## src/rtl/sss_pkg.sv

```systemverilog
package sss_pkg;
  typedef enum logic {
    DIR_M2S = 1'b0,
    DIR_S2M = 1'b1
  } sss_dir_e;

  // three-way exclusive OR used by both the scrambler and descrambler
  function automatic logic sss_mix(input logic data_b, input logic tap_a, input logic tap_b);
    return data_b ^ tap_a ^ tap_b;
  endfunction
endpackage

```

## src/rtl/sss_tap_sel.sv

```systemverilog
module sss_tap_sel
  import sss_pkg::*;
#(
  parameter int ORDER = 23,
  parameter int TAP_M2S = 5,
  parameter int TAP_S2M = 18
) (
  input  logic [ORDER-1:0] hist,
  input  logic             dir_sel,
  output logic             tap_short,
  output logic             tap_long
);
  localparam int IDX_M2S = TAP_M2S - 1;
  localparam int IDX_S2M = TAP_S2M - 1;
  localparam int IDX_LONG = ORDER - 1;

  assign tap_long  = hist[IDX_LONG];
  assign tap_short = (dir_sel == DIR_S2M) ? hist[IDX_S2M] : hist[IDX_M2S];
endmodule

```

## src/rtl/sss_core.sv

```systemverilog
module sss_core
  import sss_pkg::*;
#(
  parameter int ORDER = 23,
  parameter int TAP_M2S = 5,
  parameter int TAP_S2M = 18,
  parameter bit DESCRAMBLE = 1'b0
) (
  input  logic clk,
  input  logic rst_n,
  input  logic dir_sel,
  input  logic bypass,
  input  logic in_vld,
  input  logic in_bit,
  output logic out_vld,
  output logic out_bit
);
  logic [ORDER-1:0] hist_q;
  logic             tap_short;
  logic             tap_long;
  logic             work_bit;
  logic             line_bit;

  sss_tap_sel #(.ORDER(ORDER), .TAP_M2S(TAP_M2S), .TAP_S2M(TAP_S2M)) u_taps (
    .hist(hist_q), .dir_sel(dir_sel), .tap_short(tap_short), .tap_long(tap_long)
  );

  assign work_bit = bypass ? in_bit : sss_mix(in_bit, tap_short, tap_long);

  // the bit that enters the history is always the one on the line
  generate
    if (DESCRAMBLE) begin : g_rx
      assign line_bit = in_bit;
    end else begin : g_tx
      assign line_bit = work_bit;
    end
  endgenerate

  always_ff @(posedge clk or negedge rst_n) begin
    if (!rst_n) begin
      hist_q  <= '0;
      out_vld <= 1'b0;
      out_bit <= 1'b0;
    end else begin
      out_vld <= in_vld;
      if (in_vld) begin
        hist_q  <= {hist_q[ORDER-2:0], line_bit};
        out_bit <= work_bit;
      end
    end
  end

  p_reset_clear_r1: assert property (@(posedge clk)
    !rst_n |=> (hist_q == '0 && !out_vld && !out_bit));

  p_vld_rise_r2: assert property (@(posedge clk) disable iff (!rst_n)
    in_vld |=> out_vld);

  p_vld_drop_r2: assert property (@(posedge clk) disable iff (!rst_n)
    !in_vld |=> !out_vld);

  p_idle_hold_r7: assert property (@(posedge clk) disable iff (!rst_n)
    !in_vld |=> ($stable(out_bit) && $stable(hist_q)));

  p_bypass_pass_r8: assert property (@(posedge clk) disable iff (!rst_n)
    (in_vld && bypass) |=> (out_bit == $past(in_bit)));

  generate
    if (DESCRAMBLE) begin : g_chk_rx
      p_hist_rx_r9: assert property (@(posedge clk) disable iff (!rst_n)
        in_vld |=> (hist_q[0] == $past(in_bit)));
    end else begin : g_chk_tx
      p_hist_tx_r9: assert property (@(posedge clk) disable iff (!rst_n)
        in_vld |=> (hist_q[0] == out_bit));
    end
  endgenerate
endmodule

```

## src/rtl/selfsync_scrambler_pair.sv

```systemverilog
module selfsync_scrambler_pair #(
  parameter int ORDER = 23,
  parameter int TAP_M2S = 5,
  parameter int TAP_S2M = 18
) (
  input  logic clk,
  input  logic rst_n,
  input  logic dir_sel,
  input  logic tx_bypass,
  input  logic tx_in_vld,
  input  logic tx_in_bit,
  output logic tx_out_vld,
  output logic tx_out_bit,
  input  logic rx_bypass,
  input  logic rx_in_vld,
  input  logic rx_in_bit,
  output logic rx_out_vld,
  output logic rx_out_bit
);
  sss_core #(.ORDER(ORDER), .TAP_M2S(TAP_M2S), .TAP_S2M(TAP_S2M), .DESCRAMBLE(1'b0)) u_tx (
    .clk(clk), .rst_n(rst_n), .dir_sel(dir_sel), .bypass(tx_bypass),
    .in_vld(tx_in_vld), .in_bit(tx_in_bit), .out_vld(tx_out_vld), .out_bit(tx_out_bit)
  );

  sss_core #(.ORDER(ORDER), .TAP_M2S(TAP_M2S), .TAP_S2M(TAP_S2M), .DESCRAMBLE(1'b1)) u_rx (
    .clk(clk), .rst_n(rst_n), .dir_sel(dir_sel), .bypass(rx_bypass),
    .in_vld(rx_in_vld), .in_bit(rx_in_bit), .out_vld(rx_out_vld), .out_bit(rx_out_bit)
  );
endmodule

```

## config.mk

```make
export PLATFORM = sky130hd
export DESIGN_NAME = selfsync_scrambler_pair
export DESIGN_NICKNAME = d
export VERILOG_FILES = /design/src/rtl/sss_pkg.sv /design/src/rtl/sss_tap_sel.sv /design/src/rtl/sss_core.sv /design/src/rtl/selfsync_scrambler_pair.sv
export SDC_FILE = /design/constraint.sdc
export NUM_CORES = 1
export LEC_CHECK = 0
export CAP_MARGIN = 20
export CORE_ASPECT_RATIO = 1.75
export CORE_MARGIN = 5
export CORE_UTILIZATION = 61
export CTS_BUF_LIST = sky130_fd_sc_hd__clkbuf_2
export CTS_CLUSTER_DIAMETER = 50
export DETAILED_ROUTE_END_ITERATION = 10
export DONT_BUFFER_PORTS = 1
export GPL_ROUTABILITY_DRIVEN = 0
export HOLD_SLACK_MARGIN = 0.08
export PLACE_DENSITY = 0.78
export SYNTH_ARGS = -nofsm -noshare
export SYNTH_HDL_FRONTEND = slang
export SYNTH_SLANG_ARGS = --single-unit
```

## constraint.sdc

```tcl
create_clock -name clk -period 1.7 [get_ports clk]
set_input_delay 0.34 -clock clk [delete_from_list [all_inputs] [get_ports clk]]
set_output_delay 0.34 -clock clk [all_outputs]
set_load 0.03 [all_outputs]
```

==> impl_metrics.csv <==
group,metric,value,unit
status,status,"finished clean",
floorplanning,start_util,62.2,%
timing,timing.slew.headroom,30.2,%
clocking,cts_tree,"built",
final_layout,layout.nets,137,
clocking,cts.sinks,49,
placement,dp_cells,157,
route,viasPerCell,5.64,
critical_path,crit_chain,"dlygate4sd3_1 > mux2_2",
global_routing,grt_pass1_vias,1077,
final_layout,postLayoutCellArea,2090,sq um
timing,min_period,1.61,ns
timing,fin_setup_tns,0,ns
synthesis,syn-cell-area,1910,sq um
timing,maxSlewViolCount,0,
final_layout,fin_cells,172,
floorplanning,dieArea,4400,sq um
timing,post-route-period-util,94.5,%
synthesis,yosys.area.top_type,"dfrtp_1",
timing,rsz0062_at_grt,"no",
floorplanning,core-area,3070,sq um
floorplanning,die-height,84.1,um
critical_path,path_class,"in -> reg",
clocking,clkTransAtPathRegs,0.21,ns
critical_path,cp_data_arrival_time,1.91,ns
synthesis,synth.most_common_cell,"dfrtp_1",
clocking,cts_root_buf,"clkbuf_2",
flow_run,max_cap_viol_count,0,
final_layout,area_growth,9.16,%
synthesis,syn_inst,120,
placement,io_buffers,0,
global_routing,grt_util_all_layers,15.0,%
route,ant_nets,0,
clocking,post_cts_buffers,0,
power,irDropWorstVdd,0.851,mV
clocking,cts.htree.levels,2,
power,p_per_area,1550,nW/um^2
route,wl,2.81,mm
synthesis,yosys_warnings,0,
clocking,cts_buffers,5,
clocking,clk-insertion-delay-late,0.40,ns
synthesis,ys_ff_latch,49,
route,wl_per_cell,16.4,um
critical_path,cp.required,2.01,ns
critical_path,cp_max_fo,23,
timing,setup_viol,0,
route,detail_route.first_pass.iterations,2,
placement,post-dp-hpwl,1.81,mm
synthesis,postSynthNetCount,129,
synthesis,yosys-top-cells-count,"49 x dfrtp_1, 45 x mux2_2, 5 x buf_2, 3 x nand3_1",
floorplanning,ios,13,
synthesis,synth_edf_count,0,
route,drc,0,
final_layout,multi_input_area,654,sq um
timing,tightest_slew,1.05,ns
global_routing,overflow,0,
critical_path,cp_slowest_stage_delay,1.14,ns
synthesis,ys_types,16,
critical_path,critPathSlowestCell,"dlygate4sd3_1",
floorplanning,die_w,52.3,um
floorplanning,row_count,27,
min_path,hold_class,"in -> reg",
synthesis,synth_top_area_share,64.1,%
final_layout,fillers,222,
final_layout,ff_latch_area,1230,sq um
synthesis,synthTopCellsByArea,"dfrtp_1 64%, mux2_2 26%, buf_2 1.3%",
timing,fin_hold_ws,0.138,ns
placement,placed_area,1930,sq um
timing,max_freq,0.623,GHz
clocking,clock_path_buffers,2,
timing,hold_viol,0,
power,leakage,0.915,nW
route,num_vias,970,
route,first_iter_violations,10,
global_routing,grt_max_degree,50,
final_layout,antennaDiodeCount,0,
global_routing,grt_pass1_wl,4.81,mm
critical_path,end_kind,"flop",
synthesis,seq_area_frac_synth,64.1,%
critical_path,start_kind,"input port",
timing,clock_skew,0.00990,ns
synthesis,synth.avg_cell_area,15.9,sq um
critical_path,cpLargestDelayFamily,"buffers and inverters",
global_routing,antenna_found_initial,0,
final_layout,drive_gt1_share,41.1,%
synthesis,synth_ff_type,"dfrtp_1",
synthesis,ys_async_sr_fraction,100,%
critical_path,critical_path_buf_inv_count,1,
-- per-layer routing --
metal / share of wire (%) / GRT usage [%] / routed length (um)
met4: 1.9 / 8.37 / 53
met1: 38 / 16.9 / 1060
met2: 56 / 24.7 / 1580
met3: 4.2 / 3.94 / 118
met5: 0 / 0 / 0
-- final cells by class --
cell class | count | share of cell area (%)
flip-flops and latches | 49 | 58.7
multi-input cells | 65 | 31.3
repair buffers | 7 | 4.31
well taps | 43 | 2.58
clock inverters | 2 | 1.62
clock buffers | 6 | 1.44
-- flip-flops by register name (all words and copies together), names as in the netlist --
| signal | flops |
|---|---|
| u_rx.hist_q | 23 |
| u_tx.hist_q | 23 |
| u_rx.out_bit | 1 |
| u_rx.out_vld | 1 |
| u_tx.out_vld | 1 |
-- cells in the final DEF, fill, tap and decap left out, types with 2 or more instances in the layout --
cell and instances:
dfrtp_1 49, o21ai_0 2, and3b_1 2, clkbuf_2 6
mux2_2 45, dlygate4sd3_1 5, or4b_1 2, nor4bb_1 2
nand3_1 3, a21oi_1 2, mux2i_1 2
-- report_power, final --
group	switching, mW	leakage [nW]	internal (mW)	total [mW]
registers	0.330	0.587	1.67	2.00
clock network	0.332	0.0406	0.251	0.583
logic	0.204	0.288	0.450	0.654
total	0.866	0.915	2.37	3.24
-- path summary, 6_finish.rpt --
check,from,end,slack (ns),depth (start not counted)
worst max-delay path,tx_in_vld,u_tx.hist_q[22],0.09,2
worst max register to register,u_tx.hist_q[22],u_tx.hist_q[0],0.40,3
max in group asynchronous,rst_n,u_tx.hist_q[18],1.04,2
min in group asynchronous,rst_n,u_rx.hist_q[12],0.45,2
worst min-delay path,tx_bypass,u_tx.hist_q[0],0.14,2
worst min register to register,u_tx.hist_q[14],u_tx.hist_q[15],0.53,1
-- timing repair --
action                                 CTS  global route
hold buffers                             6             1
resized for setup                        0             1
setup endpoints to repair                0             2
endpoints found under the hold margin   97             1
-- logic make-up (layout without fill, tap and decap cells) --
group           Yosys count  in the layout  share of synthesized area, %
flops                    49             49                          64.1
compound gates            5              5                          1.37
simple gates             13             13                          5.30
buf+inv                   6             15                          1.70
mux                      47             47                          27.5
-- through the flow --
step | total power, mW | setup WS, ns | util, %
final | 3.24 | 0.0940 | 67.9
after global routing | 3.44 | 0.0402 | 67.9
after CTS | 3.28 | 0.0524 | 67.5
after detailed placement | 2.65 | 0.462 | 62.9
after global placement | 2.57 | 0.531 | 62.9
after floorplan | 2.48 | 0.514 | -
No activity file was read; power rests on OpenSTA's default activity.
